==> src/rtl/vls_pkg.sv <==
package vls_pkg;
  localparam int NUM_UNITS = 2;
  typedef enum logic {UNIT_ALU = 1'b0, UNIT_LSU = 1'b1} unit_e;
  typedef logic [1:0] tag_t;

  function automatic int unit_depth(int u, int alu_d, int lsu_d);
    return (u == int'(UNIT_ALU)) ? alu_d : lsu_d;
  endfunction
endpackage

==> src/rtl/vls_unit_pipe.sv <==
module vls_unit_pipe
  import vls_pkg::*;
#(
  parameter int DEPTH = 1,
  parameter int GW    = 2
) (
  input  logic          clk_i,
  input  logic          rst_ni,
  input  logic          acq_i,
  input  logic          in_vld_i,
  input  logic [GW-1:0] in_grp_i,
  input  tag_t          in_tag_i,
  input  logic          in_last_i,
  output logic          ex_vld_o,
  output logic [GW-1:0] ex_grp_o,
  output logic          wb_vld_o,
  output logic [GW-1:0] wb_grp_o,
  output tag_t          wb_tag_o,
  output logic          done_o,
  output logic          busy_o
);
  logic [DEPTH-1:0]         s_vld;
  logic [DEPTH-1:0]         s_last;
  logic [DEPTH-1:0][GW-1:0] s_grp;
  tag_t [DEPTH-1:0]         s_tag;
  logic                     wb_last;

  always_ff @(posedge clk_i or negedge rst_ni) begin
    if (!rst_ni) begin
      s_vld    <= '0;
      s_last   <= '0;
      s_grp    <= '0;
      s_tag    <= '0;
      wb_vld_o <= 1'b0;
      wb_last  <= 1'b0;
      wb_grp_o <= '0;
      wb_tag_o <= '0;
      busy_o   <= 1'b0;
    end else begin
      s_vld[0]  <= in_vld_i;
      s_last[0] <= in_last_i;
      s_grp[0]  <= in_grp_i;
      s_tag[0]  <= in_tag_i;
      for (int i = 1; i < DEPTH; i++) begin
        s_vld[i]  <= s_vld[i-1];
        s_last[i] <= s_last[i-1];
        s_grp[i]  <= s_grp[i-1];
        s_tag[i]  <= s_tag[i-1];
      end
      wb_vld_o <= s_vld[DEPTH-1];
      wb_last  <= s_last[DEPTH-1];
      wb_grp_o <= s_grp[DEPTH-1];
      wb_tag_o <= s_tag[DEPTH-1];
      // reserved at accept, released as the last group leaves execute
      if (acq_i)
        busy_o <= 1'b1;
      else if (s_vld[DEPTH-1] && s_last[DEPTH-1])
        busy_o <= 1'b0;
    end
  end

  assign ex_vld_o = s_vld[0];
  assign ex_grp_o = s_grp[0];
  assign done_o   = wb_vld_o & wb_last;
endmodule

==> src/rtl/vls_dep_track.sv <==
module vls_dep_track
  import vls_pkg::*;
#(
  parameter int NGRP = 4,
  parameter int GW   = 2,
  parameter int CW   = 3
) (
  input  logic                 clk_i,
  input  logic                 rst_ni,
  input  logic                 accept_i,
  input  logic [NUM_UNITS-1:0] wb_vld_i,
  input  tag_t [NUM_UNITS-1:0] wb_tag_i,
  input  logic [GW-1:0]        chk_grp_i,
  input  logic                 chk_dep_i,
  input  logic                 chk_chain_i,
  output logic                 allow_o,
  output tag_t                 new_tag_o
);
  localparam logic [CW:0] NG_W = (CW+1)'(NGRP);

  tag_t        cur_tag, prod_tag;
  logic [CW:0] cur_cnt, prod_cnt, cur_inc, prod_inc, prod_now;

  always_comb begin
    cur_inc  = '0;
    prod_inc = '0;
    for (int u = 0; u < NUM_UNITS; u++) begin
      if (wb_vld_i[u] && wb_tag_i[u] == cur_tag)  cur_inc  = cur_inc + 1'b1;
      if (wb_vld_i[u] && wb_tag_i[u] == prod_tag) prod_inc = prod_inc + 1'b1;
    end
  end

  // written-back count including this cycle's write-back (same-cycle chaining)
  assign prod_now  = prod_cnt + prod_inc;
  assign new_tag_o = cur_tag + 2'd1;

  always_comb begin
    if (!chk_dep_i)      allow_o = 1'b1;
    else if (chk_chain_i) allow_o = ((CW+1)'(chk_grp_i) < prod_now);
    else                  allow_o = (prod_cnt == NG_W);
  end

  always_ff @(posedge clk_i or negedge rst_ni) begin
    if (!rst_ni) begin
      cur_tag  <= 2'd0;
      prod_tag <= 2'd3;
      cur_cnt  <= NG_W;
      prod_cnt <= NG_W;
    end else if (accept_i) begin
      prod_tag <= cur_tag;
      prod_cnt <= cur_cnt + cur_inc;
      cur_tag  <= new_tag_o;
      cur_cnt  <= '0;
    end else begin
      cur_cnt  <= cur_cnt + cur_inc;
      prod_cnt <= prod_now;
    end
  end
endmodule

==> src/rtl/vls_rd_seq.sv <==
module vls_rd_seq
  import vls_pkg::*;
#(
  parameter int NGRP = 4,
  parameter int GW   = 2
) (
  input  logic          clk_i,
  input  logic          rst_ni,
  input  logic          accept_i,
  input  logic          unit_i,
  input  logic          dep_i,
  input  logic          chain_i,
  input  tag_t          new_tag_i,
  input  logic          allow_i,
  output logic          active_o,
  output logic          fire_o,
  output logic [GW-1:0] grp_o,
  output logic          unit_o,
  output logic          dep_o,
  output logic          chain_o,
  output tag_t          tag_o,
  output logic          last_o
);
  assign fire_o = active_o & allow_i;
  assign last_o = (grp_o == GW'(NGRP-1));

  always_ff @(posedge clk_i or negedge rst_ni) begin
    if (!rst_ni) begin
      active_o <= 1'b0;
      grp_o    <= '0;
      unit_o   <= 1'b0;
      dep_o    <= 1'b0;
      chain_o  <= 1'b0;
      tag_o    <= '0;
    end else if (accept_i) begin
      active_o <= 1'b1;
      grp_o    <= '0;
      unit_o   <= unit_i;
      dep_o    <= dep_i;
      chain_o  <= chain_i;
      tag_o    <= new_tag_i;
    end else if (fire_o) begin
      if (last_o) active_o <= 1'b0;
      else        grp_o    <= grp_o + 1'b1;
    end
  end
endmodule

==> src/rtl/vlane_seq.sv <==
module vlane_seq
  import vls_pkg::*;
#(
  parameter int VLEN   = 32,
  parameter int LANES  = 8,
  parameter int ALU_EX = 1,
  parameter int LSU_EX = 4,
  localparam int NGRP  = VLEN / LANES,
  localparam int GW    = (NGRP > 1) ? $clog2(NGRP) : 1,
  localparam int CW    = $clog2(NGRP + 1)
) (
  input  logic                    clk_i,
  input  logic                    rst_ni,
  input  logic                    start_i,
  input  logic                    unit_i,
  input  logic                    dep_i,
  input  logic                    chain_i,
  output logic                    ready_o,
  output logic                    rd_vld_o,
  output logic [GW-1:0]           rd_grp_o,
  output logic [NUM_UNITS-1:0]    ex_vld_o,
  output logic [NUM_UNITS*GW-1:0] ex_grp_o,
  output logic [NUM_UNITS-1:0]    wb_vld_o,
  output logic [NUM_UNITS*GW-1:0] wb_grp_o,
  output logic [NUM_UNITS-1:0]    done_o
);
  logic                 accept, allow, rd_active, rd_fire, rd_unit, rd_dep, rd_chain, rd_last;
  logic [GW-1:0]        rd_grp;
  tag_t                 rd_tag, new_tag;
  logic [NUM_UNITS-1:0] busy;
  tag_t [NUM_UNITS-1:0] wb_tag;

  assign ready_o = ~rd_active & ~busy[unit_i];
  assign accept  = start_i & ready_o;

  vls_rd_seq #(.NGRP(NGRP), .GW(GW)) u_rd (
    .clk_i, .rst_ni,
    .accept_i (accept),
    .unit_i, .dep_i, .chain_i,
    .new_tag_i(new_tag),
    .allow_i  (allow),
    .active_o (rd_active),
    .fire_o   (rd_fire),
    .grp_o    (rd_grp),
    .unit_o   (rd_unit),
    .dep_o    (rd_dep),
    .chain_o  (rd_chain),
    .tag_o    (rd_tag),
    .last_o   (rd_last)
  );

  vls_dep_track #(.NGRP(NGRP), .GW(GW), .CW(CW)) u_dep (
    .clk_i, .rst_ni,
    .accept_i   (accept),
    .wb_vld_i   (wb_vld_o),
    .wb_tag_i   (wb_tag),
    .chk_grp_i  (rd_grp),
    .chk_dep_i  (rd_dep),
    .chk_chain_i(rd_chain),
    .allow_o    (allow),
    .new_tag_o  (new_tag)
  );

  for (genvar u = 0; u < NUM_UNITS; u++) begin : g_unit
    vls_unit_pipe #(.DEPTH(unit_depth(u, ALU_EX, LSU_EX)), .GW(GW)) u_pipe (
      .clk_i, .rst_ni,
      .acq_i    (accept && (unit_i == u[0])),
      .in_vld_i (rd_fire && (rd_unit == u[0])),
      .in_grp_i (rd_grp),
      .in_tag_i (rd_tag),
      .in_last_i(rd_last),
      .ex_vld_o (ex_vld_o[u]),
      .ex_grp_o (ex_grp_o[u*GW +: GW]),
      .wb_vld_o (wb_vld_o[u]),
      .wb_grp_o (wb_grp_o[u*GW +: GW]),
      .wb_tag_o (wb_tag[u]),
      .done_o   (done_o[u]),
      .busy_o   (busy[u])
    );
  end

  assign rd_vld_o = rd_fire;
  assign rd_grp_o = rd_grp;
endmodule

==> config.mk <==
export PLATFORM = sky130hd
export DESIGN_NAME = vlane_seq
export DESIGN_NICKNAME = d
export VERILOG_FILES = /design/src/rtl/vls_pkg.sv /design/src/rtl/vls_unit_pipe.sv /design/src/rtl/vls_dep_track.sv /design/src/rtl/vls_rd_seq.sv /design/src/rtl/vlane_seq.sv
export SDC_FILE = /design/constraint.sdc
export NUM_CORES = 1
export LEC_CHECK = 0
export ABC_AREA = 1
export BUFFER_PORTS_ARGS = -buffer_cell sky130_fd_sc_hd__buf_2
export CAP_MARGIN = 25
export CORE_MARGIN = 1.5
export CORE_UTILIZATION = 62
export CTS_CLUSTER_DIAMETER = 60
export DETAILED_ROUTE_END_ITERATION = 8
export GPL_TIMING_DRIVEN = 0
export PLACE_DENSITY = 0.83
export SLEW_MARGIN = 20
export SYNTH_ARGS = -nofsm -noshare
export SYNTH_HDL_FRONTEND = slang
export SYNTH_HIERARCHICAL = 1
export SYNTH_SLANG_ARGS = --single-unit
==> constraint.sdc <==
create_clock -name clk_i -period 8.4 [get_ports clk_i]
set_clock_uncertainty 0.05 [all_clocks]
set_input_delay 1.68 -clock clk_i [delete_from_list [all_inputs] [get_ports clk_i]]
set_output_delay 1.68 -clock clk_i [all_outputs]
set_load 0.05 [all_outputs]
Word-level counts from Yosys, hierarchy flattened
Cells that the tools add are included.
{ "op_classes": {"add_sub_neg": 6, "order_cmp": 2, "n_eq_ne": 7, "mux": 20, "bitwise": 9, "reduce_logical": 16} }
{ "ops": {"columns": ["cell", "n"], "rows": [
  ["4-bit two-way mux", 4],
  ["1-bit two-way mux", 13],
  ["1-bit logical AND", 10],
  ["4-bit adder", 2],
  ["2-bit == test", 4],
  ["2-bit nonzero test", 4],
  ["2-bit two-way mux", 3],
  ["1-bit AND", 5],
  ["1-bit by 1-bit adder with 2-bit output, second input constant", 2],
  ["2-bit by 1-bit adder with 2-bit output, second input constant", 2],
  ["4-bit by 3-bit == test with 1-bit output, second input constant", 1],
  ["2-bit by 4-bit < comparator with 1-bit output", 1],
  ["1-bit NOT", 4],
  ["2-bit AND reduction", 2],
  ["2-bit == test, second input constant", 1],
  ["1-bit by 2-bit < comparator with 1-bit output, second input constant", 1],
  ["2-bit != test, second input constant", 1]
]} }
{ "word_totals": {"reg_bits": 54, "inputBits": 6, "out_inout_bits": 18, "wordCells": 89} }

Longest topological paths before layout
{ "logic_depth": {"depth_word": 12, "ltp_mapped": 19, "ltp_nobuf": 19} }

Hierarchy
Netlist, hierarchy kept.
{ "modules_own_cells": {"columns": ["mod", "n_inst", "cells_each", "area_each_um2", "seq_area_each_um2"], "rows": [
  ["vls_dep_track", 1, 97, 814.5, 305.3],
  ["vls_unit_pipe at g_unit[1].u_pipe", 1, 39, 813.3, 775.7],
  ["vls_rd_seq", 1, 43, 355.3, 200.2],
  ["vls_unit_pipe at g_unit[0].u_pipe", 1, 19, 347.8, 325.3],
  ["vlane_seq", 1, 14, 63.8, 0.0]
]} }

Least setup slack after synthesis
No wires, ideal clock.
{ "synth_path": {"path_kind": "register to output", "startpoint": "register g_unit[0].u_pipe.wb_vld_o", "endpoint": "output rd_vld_o", "arrival_ns": 3.028, "t_required_ns": 6.670, "path_slack_ns": 3.642, "stages_incl_launch_ff": 17, "n_path_buf": 0, "path_cell_list": "dfrtp_1 inv_1 a21oi_1 o221ai_1 a21oi_1 ha_1 ha_1 fa_1 inv_1 ha_1 a21oi_1 nor2_1 nand2_1 nand2_1 nand2_1 nand2_1 inv_1"} }
{ "synth_via": {"elab_chain_len": 9} }
{ "synth_rtl": {"columns": ["element", "line_no", "rtl"], "rows": [
  ["from (decl)", "vls_unit_pipe.sv:16", "output logic wb_vld_o,"],
  ["from (signal assigned)", "vls_unit_pipe.sv:50", "wb_vld_o <= s_vld[DEPTH-1];"],
  ["1-bit logical AND (*)", "vls_dep_track.sv:29", "if (wb_vld_i[u] && wb_tag_i[u] == prod_tag) prod_inc = prod_inc + 1'b1;"],
  ["1-bit two-way mux (*)", "vls_dep_track.sv:29", null],
  ["1-bit by 1-bit adder with 2-bit output", "vls_dep_track.sv:29", null],
  ["4-bit two-way mux (*)", "vls_dep_track.sv:29", null],
  ["4-bit adder (*)", "vls_dep_track.sv:34", "assign prod_now = prod_cnt + prod_inc;"],
  ["2-bit by 4-bit < comparator with 1-bit output (*)", "vls_dep_track.sv:39", "else if (chk_chain_i) allow_o = ((CW+1)'(chk_grp_i) < prod_now);"],
  ["1-bit two-way mux (*)", "vls_dep_track.sv:39", null],
  ["1-bit two-way mux (*)", "vls_dep_track.sv:38", "if (!chk_dep_i) allow_o = 1'b1;"],
  ["named net allow", "vlane_seq.sv:27", "logic accept, allow, rd_active, rd_fire, rd_unit, rd_dep, rd_chain, rd_last;"],
  ["1-bit AND (*)", "vls_rd_seq.sv:24", "assign fire_o = active_o & allow_i;"],
  ["to (decl)", "vlane_seq.sv:19", "output logic rd_vld_o,"]
]} }
The timed path passes the listed nets; every way through them passes the cells marked *.

Worst setup path in the final report
{ "layout_path": {"startpoint": "register u_dep.prod_tag[1]", "endpoint": "output rd_vld_o"} }
{ "layout_via": {"elab_chain_len": 10} }
{ "layout_rtl": {"columns": ["element", "line_no", "rtl"], "rows": [
  ["from (decl)", "vls_dep_track.sv:21", "tag_t cur_tag, prod_tag;"],
  ["from (signal assigned)", "vls_dep_track.sv:50", "prod_tag <= cur_tag;"],
  ["2-bit == test", "vls_dep_track.sv:29", null],
  ["1-bit logical AND", "vls_dep_track.sv:29", null],
  ["1-bit two-way mux", "vls_dep_track.sv:29", null],
  ["1-bit by 1-bit adder with 2-bit output", "vls_dep_track.sv:29", null],
  ["4-bit two-way mux (*)", "vls_dep_track.sv:29", null],
  ["4-bit adder (*)", "vls_dep_track.sv:34", null],
  ["2-bit by 4-bit < comparator with 1-bit output (*)", "vls_dep_track.sv:39", null],
  ["1-bit two-way mux (*)", "vls_dep_track.sv:39", null],
  ["1-bit two-way mux (*)", "vls_dep_track.sv:38", null],
  ["named net allow", "vlane_seq.sv:27", null],
  ["1-bit AND (*)", "vls_rd_seq.sv:24", null]
]} }
Marks and branches as above.

==> results by group <==
Clocking
  – CTS Hold Bufs: 0
  – H-Tree Depth: 3
  – Post-CTS setup buffer count: 0
  – Post_cts resized: 0
  – Worst-path clk slew: 0.06 ns
  – CTS buffer count: 9
  – Clock latency on the worst-skew pair: 0.33 ns
  – Clock sinks: 64
  – Longest Clk Path Bufs: 2
  – TritonCTS clock tree: done
  – Root buffer cell: clkbuf_8

Global routing
  – Largest net degree at the start of global routing: 65
  – Remaining global-route overflow: 0
  – First-pass GRT wire length: 7280 µm
  – Vias in the first global route: 1,627
  – Antenna violations before repair: 0
  – Overall Global Routing Usage: 24.5%

Synth
  – Post-Syn Area: 2390 µm²
  – Post-Syn Instances: 212
  – Area leader, netlist: dfrtp_1
  – Syn Nets: 228
  – Largest family of logic cells by synthesized area: simple AND/OR/NAND/NOR gates
  – Netlist cell types: 26
  – Warnings from Yosys: 6
  – Post-synthesis sequential area ratio: 67.1%
  – Compound-Gate Fraction of Synth Area: 5.33%
  – Post-Synth Adder-Cell Area: 5.85%
  – Syn avg cell area: 11.3 µm²
  – Post-synthesis xor/xnor area fraction: 1.41%
  – Top cell type's share of synthesized area: 62.7%
  – Flops & latches, synth: 64
  – Post-synthesis mux area share: 0%
  – Synth top area cells: dfrtp_1 (63%), nand2_1 (8.9%), dfstp_2 (4.4%), ha_1 (4.2%), inv_1 (3.8%)
  – Simple-gate share of the synthesized area: 14.1%

STA
  – Final setup fails: 0
  – Final worst slack: 3.14 ns
  – Tmin final: 5.26 ns
  – RSZ-0062 raised after global routing: no
  – Actual slew at the worst max-slew pin: 0.750 ns
  – Final period util: 62.6%
  – Max Fclk: 190 MHz
  – Max Slew Vio Count: 0
  – Sum of negative setup slack: 0 ns
  – Final Hold Vio Count: 0
  – Max-slew headroom: 50.0%

Drt
  – Avg WL per Cell: 14.2 µm
  – Post-DR vias/cell: 5.07
  – Detailed Routing Iterations Pass 1: 4
  – Vias: 1,515
  – WL final: 4240 µm
  – DRC viols: 0
  – ANT nets after route: 0
  – Drt initial violations: 76

Floorplan
  – Die height: 65.2 µm
  – I/O Pins: 24
  – Core Area: 3690 µm²
  – Initial Util: 64.9%
  – Rows: 22
  – Die Wd: 65.2 µm
  – Die footprint: 4240 µm²

Critical path
  – Critical-path maximum fanout: 4
  – Type of origin of the critical path: flop
  – Worst Path Arrival: 3.53 ns
  – Worst EP required: 6.67 ns
  – Critical path type: reg -> out
  – Kind of end point of the critical path: primary output

Final layout
  – # nets final: 262
  – Fraction of layout cells with a size suffix above 1: 23.1%
  – Final cell count without fillers: 299
  – Commonest non-fill, non-tap cell in the layout: dfrtp_1
  – Ant. Diodes: 0
  – Area Growth Syn to Fin: 15.4%
  – Commonest non-fill, non-tap cells in the layout: dfrtp_1 (60), nand2_1 (57), inv_1 (24)
  – Core Util, Final: 74.9%

Power
  – Final Power: 1.21 mW
  – P_int: 719 µW
  – Pwr/cell area: 438 nW/µm²
  – Worst vdd ir: 0.313 mV
  – Combinational share of power: 35.4%
  – Reg power frac: 44.0%
  – Pleak: 1.49 nW
  – Switch Pwr: 492 µW
  – Clock share of power: 20.6%
  – Switching Share: 40.6%

Min path
  – Hold Path Class: reg -> reg

Placement
  – Place WS: 3.58 ns
  – Post-DP HPWL: 2800 µm
  – Placed Instances: 283
  – PortBufs: 23
  – Routability cong.: 0.825

Job
  – Max cap viols: 0

Run status
  – Status: finished clean
## worst max-delay path, cell delays in order, from the launching register on
cell	delay, ns
dfstp_2	0.57
o21ai_0	0.09
a211oi_1	0.30
ha_1	0.29
ha_1	0.22
fa_1	0.50
inv_1	0.08
ha_1	0.28
a21oi_1	0.15
nor2_1	0.05
nand2_1	0.05
nand2_1	0.04
nand2_1	0.08
nand2_1	0.09
inv_1	0.11
buf_2	0.27
## kinds of logic after synthesis
| group | count (synthesis) |
|---|---|
| buffers and inverters | 33 |
| AO/OA/AOI/OAI | 20 |
| flip-flops | 64 |
| XOR/XNOR | 3 |
| AND/OR/NAND/NOR | 82 |
| adder cells (fa/ha/maj) | 10 |
## per-stage QoR
stage                     cell area [µm²]  hold slack [ns]
after floorplan                      2390            0.281
after global placement               2570            0.281
after detailed placement             2570            0.286
after CTS                            2760            0.299
after global routing                 2760            0.305
final                                2760            0.297
## area by class of cell
class                           count  area [µm²]
Buffer                              5        45.0
Clock buffer                       12         145
Clock inverter                      4        45.0
Fill cell                         241         926
Inverter                           28         105
Multi-Input combinational cell    115         638
Sequential cell                    64        1610
Tap cell                           48        60.1
Timing Repair Buffer               23         118
## routing by layer
metal	share of wire (%)	track usage, %	up-vias
met3	4.0	5.65	9
met5	0	0	-
li1	-	-	727
met4	2.2	14.1	0
met2	52	42.7	39
met1	42	27.7	740
## registers in the layout, summed over array words and instances, names as in the netlist
name	cells
u_rd/unit_o	1
u_rd/dep_o	1
g_unit.u_pipe/s_grp	6
g_unit.u_pipe/ex_grp_o	4
u_rd/chain_o	1
g_unit.u_pipe/ex_vld_o	1
u_dep/cur_cnt	4
g_unit.u_pipe/wb_grp_o	4
u_dep/prod_tag	2
g_unit.u_pipe/wb_tag_o	4
u_rd/grp_o	2
g_unit.u_pipe/s_last	5
g_unit.u_pipe/s_tag	10
g_unit.u_pipe/wb_last	2
g_unit.u_pipe/s_vld	4
u_rd/active_o	1
g_unit.u_pipe/busy_o	2
g_unit.u_pipe/wb_vld_o	2
u_dep/cur_tag	2
u_rd/tag_o	2
u_dep/prod_cnt	4
## cell usage after synthesis
master    number
a211oi_1       1
a211oi_2       1
a21oi_1        5
a31o_2         1
buf_4          3
buf_6          2
dfrtp_1       60
dfstp_2        4
fa_1           2
ha_1           8
inv_1         24
inv_2          4
nand2_1       57
nand2_2        3
nand3_1        8
nand4_2        1
nor2_1        12
o21ai_0        2
o21ai_1        5
o21ai_2        1
o221ai_1       2
o22ai_1        2
or2_1          1
xnor2_1        1
xor2_1         1
xor2_2         1
## worst paths after layout
check | from | endpoint | slack [ns] | cells after the start
setup reg to reg | u_dep/prod_tag[1] | u_rd/grp_o[1] | 5.14 | 17
hold / removal | g_unit[1].u_pipe/s_tag[0] | g_unit[1].u_pipe/s_tag[2] | 0.30 | 0
max in group asynchronous | rst_ni | g_unit[1].u_pipe/s_vld[3] | 6.44 | 1
min in group asynchronous | rst_ni | g_unit[1].u_pipe/ex_grp_o[0] | 1.35 | 1
setup / recovery | u_dep/prod_tag[1] | rd_vld_o | 3.14 | 15
hold reg to reg | g_unit[1].u_pipe/s_tag[0] | g_unit[1].u_pipe/s_tag[2] | 0.30 | 0
## power by group through the flow
stage	Clock, mW	Sequential (mW)	Combinational, mW
after global routing	0.268	0.548	0.468
after detailed placement	0	0.537	0.421
after floorplan	0	0.605	0.236
final	0.249	0.532	0.429
after CTS	0.255	0.533	0.431
after global placement	0	0.525	0.405
No activity file was read; power rests on OpenSTA's default activity.
